===== config.mk =====
export PLATFORM = sky130hd
export DESIGN_NAME = page_commit_unit
export DESIGN_NICKNAME = d
export VERILOG_FILES = /design/src/rtl/pcu_pkg.sv /design/src/rtl/pcu_row_pointer.sv /design/src/rtl/pcu_row_store.sv /design/src/rtl/pcu_commit_ctl.sv /design/src/rtl/page_commit_unit.sv
export SDC_FILE = /design/constraint.sdc
export NUM_CORES = 1
export LEC_CHECK = 0
export ABC_AREA = 1
export CAP_MARGIN = 20
export CELL_PAD_IN_SITES_DETAIL_PLACEMENT = 0
export CELL_PAD_IN_SITES_GLOBAL_PLACEMENT = 2
export CORE_UTILIZATION = 41
export CTS_CLUSTER_DIAMETER = 80
export DETAILED_ROUTE_END_ITERATION = 16
export PLACE_DENSITY_LB_ADDON = 0.1
export SLEW_MARGIN = 20
export SYNTH_ARGS = -nofsm -noshare
export SYNTH_HDL_FRONTEND = slang
export SYNTH_SLANG_ARGS = --single-unit

===== constraint.sdc =====
create_clock -name clk -period 4.9 [get_ports clk]
set_clock_uncertainty 0.05 [all_clocks]
set_input_delay 0.49 -clock clk [delete_from_list [all_inputs] [get_ports clk]]
set_output_delay 0.49 -clock clk [all_outputs]
set_load 0.01 [all_outputs]

===== src/rtl/pcu_pkg.sv =====
package pcu_pkg;

    localparam int BYTE_W = 8;

    typedef logic [BYTE_W-1:0] byte_t;

    typedef enum logic [1:0] {
        PH_IDLE  = 2'd0,
        PH_FILL  = 2'd1,
        PH_HOLD  = 2'd2,
        PH_DRAIN = 2'd3
    } phase_e;

    typedef struct packed {
        logic load;
        logic accept;
        logic stop_ack;
        logic stop_other;
    } bus_evt_t;

endpackage


===== src/rtl/pcu_row_pointer.sv =====
module pcu_row_pointer #(
    parameter int ADDR_W = 15,
    parameter int OFS_W  = 6
) (
    input  logic                    clk,
    input  logic                    rst,
    input  logic                    load_i,
    input  logic [ADDR_W-1:0]       addr_i,
    input  logic                    step_i,
    output logic [ADDR_W-OFS_W-1:0] row_o,
    output logic [OFS_W-1:0]        ofs_o
);
    localparam int ROW_W = ADDR_W - OFS_W;

    logic [ROW_W-1:0] row_q;
    logic [OFS_W-1:0] ofs_q;

    always_ff @(posedge clk) begin
        if (rst) begin
            row_q <= '0;
            ofs_q <= '0;
        end else if (load_i) begin
            row_q <= addr_i[ADDR_W-1:OFS_W];
            ofs_q <= addr_i[OFS_W-1:0];
        end else if (step_i) begin
            ofs_q <= ofs_q + 1'b1;
        end
    end

    assign row_o = row_q;
    assign ofs_o = ofs_q;

    // offset advances by one and wraps inside the page
    assert_offset_wrap_R3: assert property (@(posedge clk) disable iff (rst)
        (step_i && !load_i) |=> (ofs_o == $past(ofs_o) + 1'b1));

    // page bits never move while bytes stream in
    assert_page_fixed_R2: assert property (@(posedge clk) disable iff (rst)
        (step_i && !load_i) |=> $stable(row_o));

endmodule


===== src/rtl/pcu_row_store.sv =====
module pcu_row_store
    import pcu_pkg::*;
#(
    parameter int PAGE_BYTES = 64,
    parameter int OFS_W      = 6
) (
    input  logic                  clk,
    input  logic                  rst,
    input  logic                  clr_i,
    input  logic                  put_i,
    input  logic [OFS_W-1:0]      put_idx_i,
    input  byte_t                 put_data_i,
    input  logic                  take_i,
    input  logic [OFS_W-1:0]      take_idx_i,
    output logic [PAGE_BYTES-1:0] mask_o,
    output byte_t                 rd_data_o
);
    byte_t                 cells [PAGE_BYTES];
    logic [PAGE_BYTES-1:0] mask_q;

    always_ff @(posedge clk) begin
        if (put_i && !clr_i) begin
            cells[put_idx_i] <= put_data_i;
        end
    end

    always_ff @(posedge clk) begin
        if (rst || clr_i) begin
            mask_q <= '0;
        end else begin
            if (put_i) begin
                mask_q[put_idx_i] <= 1'b1;
            end
            if (take_i) begin
                mask_q[take_idx_i] <= 1'b0;
            end
        end
    end

    assign mask_o    = mask_q;
    assign rd_data_o = cells[take_idx_i];

    // a restart leaves no location marked
    assert_restart_clears_R11: assert property (@(posedge clk) disable iff (rst)
        clr_i |=> (mask_o == '0));

    // a stored byte marks its location for the commit
    assert_put_marks_R6: assert property (@(posedge clk) disable iff (rst)
        (put_i && !clr_i) |=> mask_o[$past(put_idx_i)]);

endmodule


===== src/rtl/pcu_commit_ctl.sv =====
module pcu_commit_ctl
    import pcu_pkg::*;
#(
    parameter int PAGE_BYTES = 64,
    parameter int OFS_W      = 6,
    parameter int WR_CYCLES  = 1000000
) (
    input  logic                  clk,
    input  logic                  rst,
    input  bus_evt_t              evt_i,
    input  logic                  lock_i,
    input  logic [PAGE_BYTES-1:0] mask_i,
    output logic                  load_o,
    output logic                  clr_o,
    output logic                  put_o,
    output logic                  take_o,
    output logic [OFS_W-1:0]      take_idx_o,
    output logic                  busy_o
);
    localparam int CNT_W = $clog2(WR_CYCLES + 1);
    localparam logic [CNT_W-1:0] CNT_LAST = CNT_W'(WR_CYCLES - 1);

    phase_e            ph_q, ph_d;
    logic              lock_q;
    logic [CNT_W-1:0]  cnt_q;
    logic              commit_ok;
    logic              last_one;
    logic              collecting;

    function automatic logic [OFS_W-1:0] lowest_idx(input logic [PAGE_BYTES-1:0] m);
        logic [OFS_W-1:0] r;
        r = '0;
        for (int i = PAGE_BYTES - 1; i >= 0; i--) begin
            if (m[i]) r = OFS_W'(i);
        end
        return r;
    endfunction

    assign collecting = (ph_q == PH_FILL);
    assign commit_ok  = (|mask_i) && !lock_q;
    assign last_one   = ((mask_i & (mask_i - 1'b1)) == '0);

    assign load_o = ((ph_q == PH_IDLE) || collecting) && evt_i.load;
    assign clr_o  = load_o ||
                    (collecting && !evt_i.load &&
                     (evt_i.stop_other || (evt_i.stop_ack && !commit_ok)));
    assign put_o  = collecting && !evt_i.load && !evt_i.stop_ack &&
                    !evt_i.stop_other && evt_i.accept && !lock_q;
    assign take_o     = (ph_q == PH_DRAIN);
    assign take_idx_o = lowest_idx(mask_i);
    assign busy_o     = (ph_q == PH_HOLD) || (ph_q == PH_DRAIN);

    always_comb begin
        ph_d = ph_q;
        unique case (ph_q)
            PH_IDLE: begin
                if (evt_i.load) ph_d = PH_FILL;
            end
            PH_FILL: begin
                if (evt_i.load) begin
                    ph_d = PH_FILL;
                end else if (evt_i.stop_ack) begin
                    ph_d = commit_ok ? PH_HOLD : PH_IDLE;
                end else if (evt_i.stop_other) begin
                    ph_d = PH_IDLE;
                end
            end
            PH_HOLD: begin
                if (cnt_q == CNT_LAST) ph_d = PH_DRAIN;
            end
            PH_DRAIN: begin
                if (last_one) ph_d = PH_IDLE;
            end
            default: ph_d = PH_IDLE;
        endcase
    end

    always_ff @(posedge clk) begin
        if (rst) begin
            ph_q   <= PH_IDLE;
            lock_q <= 1'b0;
            cnt_q  <= '0;
        end else begin
            ph_q <= ph_d;
            if (load_o) lock_q <= lock_i;
            if (ph_q != PH_HOLD) cnt_q <= '0;
            else                 cnt_q <= cnt_q + 1'b1;
        end
    end

    logic rst_d;
    always_ff @(posedge clk) rst_d <= rst;

    // busy only ever starts from a commit STOP
    assert_busy_from_stop_R4: assert property (@(posedge clk) disable iff (rst || rst_d)
        $rose(busy_o) |-> $past(evt_i.stop_ack));

    // a STOP outside the acknowledge slot never commits
    assert_stray_stop_R4: assert property (@(posedge clk) disable iff (rst)
        (collecting && evt_i.stop_other && !evt_i.load) |=> !busy_o);

    // a locked transaction never commits
    assert_locked_R7: assert property (@(posedge clk) disable iff (rst)
        (collecting && lock_q && !evt_i.load) |=> !busy_o);

    // bus events cannot disturb the collected set while the timer runs
    assert_hold_frozen_R8: assert property (@(posedge clk) disable iff (rst)
        (ph_q == PH_HOLD) |=> $stable(mask_i));

    // busy ends only right after an array write
    assert_busy_tail_R5: assert property (@(posedge clk) disable iff (rst || rst_d)
        $fell(busy_o) |-> $past(take_o));

endmodule


===== src/rtl/page_commit_unit.sv =====
module page_commit_unit
    import pcu_pkg::*;
#(
    parameter int ADDR_W     = 15,
    parameter int PAGE_BYTES = 64,
    parameter int WR_CYCLES  = 1000000
) (
    input  logic              clk,
    input  logic              rst,
    input  logic              evt_load_i,
    input  logic [ADDR_W-1:0] evt_addr_i,
    input  logic              wr_lock_i,
    input  logic              evt_byte_i,
    input  logic [7:0]        byte_i,
    input  logic              evt_stop_ack_i,
    input  logic              evt_stop_other_i,
    output logic              busy_o,
    output logic              arr_we_o,
    output logic [ADDR_W-1:0] arr_addr_o,
    output logic [7:0]        arr_data_o
);
    localparam int OFS_W = $clog2(PAGE_BYTES);
    localparam int ROW_W = ADDR_W - OFS_W;

    bus_evt_t              evt;
    logic                  load, clr, put, take;
    logic [OFS_W-1:0]      take_idx;
    logic [PAGE_BYTES-1:0] mask;
    logic [ROW_W-1:0]      row;
    logic [OFS_W-1:0]      ofs;
    byte_t                 rd_data;

    assign evt.load       = evt_load_i;
    assign evt.accept     = evt_byte_i;
    assign evt.stop_ack   = evt_stop_ack_i;
    assign evt.stop_other = evt_stop_other_i;

    pcu_commit_ctl #(
        .PAGE_BYTES (PAGE_BYTES),
        .OFS_W      (OFS_W),
        .WR_CYCLES  (WR_CYCLES)
    ) u_ctl (
        .clk        (clk),
        .rst        (rst),
        .evt_i      (evt),
        .lock_i     (wr_lock_i),
        .mask_i     (mask),
        .load_o     (load),
        .clr_o      (clr),
        .put_o      (put),
        .take_o     (take),
        .take_idx_o (take_idx),
        .busy_o     (busy_o)
    );

    pcu_row_pointer #(
        .ADDR_W (ADDR_W),
        .OFS_W  (OFS_W)
    ) u_ptr (
        .clk    (clk),
        .rst    (rst),
        .load_i (load),
        .addr_i (evt_addr_i),
        .step_i (put),
        .row_o  (row),
        .ofs_o  (ofs)
    );

    pcu_row_store #(
        .PAGE_BYTES (PAGE_BYTES),
        .OFS_W      (OFS_W)
    ) u_store (
        .clk        (clk),
        .rst        (rst),
        .clr_i      (clr),
        .put_i      (put),
        .put_idx_i  (ofs),
        .put_data_i (byte_i),
        .take_i     (take),
        .take_idx_i (take_idx),
        .mask_o     (mask),
        .rd_data_o  (rd_data)
    );

    assign arr_we_o   = take;
    assign arr_addr_o = {row, take_idx};
    assign arr_data_o = rd_data;

    // reset leaves the outputs quiet in the following clock
    assert_reset_quiet_R1: assert property (@(posedge clk)
        rst |=> (!busy_o && !arr_we_o));

endmodule


==> impl_metrics.toml <==
[outcome]
run_status = "complete, but fails checks"
failed_checks = "setup timing"

[global_routing]
grt_pass1_wl_um = 142000
vias_in_the_first_global_route = 21500
global_route.overflow_total = 0
global_route.usage.total = 0.286
antenna_found_initial = 0
grt_max_degree = 166

[worst_setup_path]
r2r_path_end = "u_store.mask_o[45]$_SDFF_PP0_"
timing.critical_path.to = "arr_data_o[7]"
cpLargestDelayFamily = "simple AND/OR/NAND/NOR gates"
critical_path_source_type = "register"
critPathArrivalTime_ns = 5.66
r2r_path_start = "u_store.mask_o[62]$_SDFF_PP0_"
setup.worst_path.class = "reg -> out"
timing.critical_path.mode_cell = "sky130_fd_sc_hd__nand2_1"
worstPathBufferInverterCount = 6
endpoint_kind = "primary output"
slowest_stage_cell_cp = "sky130_fd_sc_hd__dfxtp_2"
timing.critical_path.required_ns = 4.36
crit_path_max_incr_delay_ns = 0.32
critical_path.max_fanout = 7
critical_path_cell_count = 76
r2r_cells = 72
worst_setup_path_startpoint = "u_store.mask_o[62]$_SDFF_PP0_"
setup.reg_to_reg.worst_slack_ns = -0.10

[routing]
viasPerCell = 5.51
route.vias.total = 22500
drt_drc_violations_left = 0
drt.antenna.violating_nets = 0
drt_iter0_drc = 2547
first_pass_iteration_count_of_the_detailed_router = 6
wire_per_inst_um = 24.0
finalWirelength_um = 97900

[clock_tree]
cts_buffer_depth = 3
tritoncts = "done"
worstSkewPairLatency_ns = 0.61
cts.clk_slew.worst_paths_ns = 0.06
clock-root-buffer = "sky130_fd_sc_hd__clkbuf_16"
cts_buffers = 70
cts.sinks = 614
post_cts_hold_buffer_count = 0
h_tree_depth_reported_by_cts = 3

[synthesis]
portion_of_netlist_area_occupied_by_mux_cells = 0
syn-cell-area_um2 = 27400
synth_area_in_compound_gates = 0.0480
postSynth.asyncResetShare = 0
synth-xor-area-share = 0.000320
yosys.area_share.simple = 0.237
main_combinational_cell_family_by_area_after_synthesis = "simple AND/OR/NAND/NOR gates"
largest_area_contributor_in_the_synthesized_netlist = "sky130_fd_sc_hd__edfxtp_1"
ys_top_cells_by_count = "sky130_fd_sc_hd__edfxtp_1, sky130_fd_sc_hd__nand2_1, sky130_fd_sc_hd__nor2_1"
synth_edf_count = 512
ys_ff_latch = 614
yosys-top-cells-area = "sky130_fd_sc_hd__edfxtp_1, sky130_fd_sc_hd__dfxtp_1, sky130_fd_sc_hd__nand2_1, sky130_fd_sc_hd__nand3_1, sky130_fd_sc_hd__nor2_1"
synthesis.nets = 2806
netlist.area_leader.share = 0.562
ys_dominant_reg_cell = "sky130_fd_sc_hd__edfxtp_1"
ys_warn_count = 0
avgSynthCellArea_um2 = 9.87
yosys.area_share.adder = 0.000914
post_synth_inst_count = 2774
synth_cell_types = 44
synth_sequential_area_ratio = 0.636
post-synth-top-count-cell = "sky130_fd_sc_hd__edfxtp_1"

[sta]
timing.final.crit_period_ns = 6.20
timing.final.ws_setup_ns = -1.30
max_slew_margin = 0.245
max_clock_freq_mhz = 161
max_slew_violation_total_from_the_final_report = 0
grt_setup_unrepaired = "yes"
setup_viol_count_final = 14
layout_worst_path_cycle_share = 1.26
setup_tns_ns = -10.80
hold_ws_ns = 0.0301
final-hold-violation-count = 0
worst_pin_slew_ns = 1.13

[min_path]
hold_class = "in -> reg"
start_point_of_the_worst_min_delay_path = "byte_i[3]"

[power]
sequential_group_share_of_total_power = 0.507
internal_power_contribution_mw = 8.84
netSwitchingFraction = 0.209
psw_mw = 2.34
irDropWorstVdd_v = 0.000217
pwr-share-comb = 0.020
total_leakage_power_nw = 14.8
power_frac_clock = 0.473
cellPowerDensity_nw_per_um2 = 313

[die]
boundaryPins = 55
die_x_um = 260
area_enclosed_by_the_die_boundary_um2 = 67800
core-area_um2 = 65900
placementRows = 94
die_height_um = 260
floorplan.initialDensity = 0.416

[finish]
final_layout_fill_cell_count = 5818
fin_nets = 3200
area_growth_from_synthesis_to_layout_pct = 30.6
final_layout_size_suffix_gt1_frac = 0.241
fin_util = 0.543
antenna_cells = 0

[placed_design]
dpl.hpwl_um = 62700
port_buffers = 54
post-place-ws_ns = -1.25
place.gp.congestion = 0.830

[flow_run]
max-cap-violations = 0
-- timing repair --
action / CTS / global route
cloned: 15 / 6
buffers inserted: 27 / 21
setup endpoints to repair: 14 / 75
hold endpoints to repair: 0 / 0
pin swaps: 62 / 102
gates resized for setup: 210 / 204
-- kinds of logic after synthesis --
logic type      after synthesis
simple gates               1443
fa+ha+maj                     2
xor+xnor                      1
buf+inv                     511
compound gates              203
flops                       614
-- power groups by stage --
stage                     Combinational [mW]  Clock, mW  Sequential (mW)
after global placement                 0.210          0             5.78
after detailed placement               0.213          0             5.78
after CTS                              0.220       5.35             5.67
final                                  0.224       5.29             5.67
after floorplan                       0.0577          0             5.78
after global routing                   0.239       5.54             5.67
-- sequential cells by signal, summed over array words and instances, names as in the netlist, named ones only --
signal	cells
u_store.mask_o	64
u_ptr.ofs_o	6
u_ctl.cnt_q	20
u_ctl.ph_q	1
u_ptr.row_o	9
u_ctl.lock_q	1
u_store.cells	512
-- routing by layer --
metal / routed length, um / global-route usage / up-vias
met5: 0 / 0 / -
met4: 2630 / 0.0885 / 0
met3: 6760 / 0.0347 / 121
met2: 45900 / 0.459 / 904
met1: 42600 / 0.406 / 11100
li1: - / - / 10400
-- how the worst min path moves through the flow --
stage | endpoint | depth (start not counted) | slack, ns
floorplan | u_ctl.cnt_q[0]$_SDFF_PP0_ | 1 | 0.38
global placement | u_ctl.cnt_q[0]$_SDFF_PP0_ | 1 | 0.39
detailed placement | u_ctl.cnt_q[6]$_SDFF_PP0_ | 2 | 0.40
CTS | u_store.cells[4][3]$_DFFE_PP_ | 1 | 0.009
global route | u_store.cells[4][3]$_DFFE_PP_ | 1 | 0.02
finish | u_store.cells[4][3]$_DFFE_PP_ | 1 | 0.03
-- area by class of cell --
| type | count | area [um2] | area share |
|---|---|---|---|
| inverters | 374 | 1440 | 0.0403 |
| multi-input cells | 1650 | 8950 | 0.250 |
| clock buffers | 88 | 1930 | 0.0541 |
| flip-flops and latches | 614 | 17400 | 0.487 |
| clock inverters | 40 | 367 | 0.0103 |
| repair buffers | 458 | 4560 | 0.128 |
| well taps | 864 | 1080 | 0.0302 |
-- placed cells by master, fill, tap and decap left out, types with 6 or more instances in the layout --
master,synthesis,final
sky130_fd_sc_hd__o21ai_1,9,12
sky130_fd_sc_hd__clkbuf_16,0,79
sky130_fd_sc_hd__clkbuf_1,77,11
sky130_fd_sc_hd__nor4_1,11,8
sky130_fd_sc_hd__buf_12,0,38
sky130_fd_sc_hd__buf_2,22,9
sky130_fd_sc_hd__buf_4,15,309
sky130_fd_sc_hd__nand2_1,474,430
sky130_fd_sc_hd__nand2_4,0,11
sky130_fd_sc_hd__buf_6,15,31
sky130_fd_sc_hd__buf_8,0,17
sky130_fd_sc_hd__bufinv_16,0,6
sky130_fd_sc_hd__nand3b_1,20,20
sky130_fd_sc_hd__nor2_4,1,19
sky130_fd_sc_hd__nand3_2,0,68
sky130_fd_sc_hd__nand3_1,302,228
sky130_fd_sc_hd__inv_2,7,22
sky130_fd_sc_hd__a21oi_1,41,39
sky130_fd_sc_hd__nand2_2,2,31
sky130_fd_sc_hd__nand3_4,2,8
sky130_fd_sc_hd__clkdlybuf4s50_1,0,37
sky130_fd_sc_hd__o221ai_2,0,15
sky130_fd_sc_hd__edfxtp_1,512,512
sky130_fd_sc_hd__o211ai_1,34,34
sky130_fd_sc_hd__nor2_1,391,329
sky130_fd_sc_hd__clkinv_2,0,13
sky130_fd_sc_hd__nand4_1,208,208
sky130_fd_sc_hd__dfxtp_1,102,101
sky130_fd_sc_hd__buf_16,0,11
sky130_fd_sc_hd__o21ai_0,58,54
sky130_fd_sc_hd__nor3_1,30,25
sky130_fd_sc_hd__inv_6,0,6
sky130_fd_sc_hd__nor2_2,0,44
sky130_fd_sc_hd__clkinv_1,5,17
sky130_fd_sc_hd__inv_1,362,338
sky130_fd_sc_hd__o221ai_1,33,18
-- stage by stage --
step	std cells	area, um2	power (mW)
final	4088	35700	11.2
after global routing	4088	35700	11.4
after CTS	4071	34800	11.2
after detailed placement	3901	31300	5.99
after global placement	3901	31300	5.99
after floorplan	2774	27400	5.84
No activity file was read; power rests on OpenSTA's default activity.
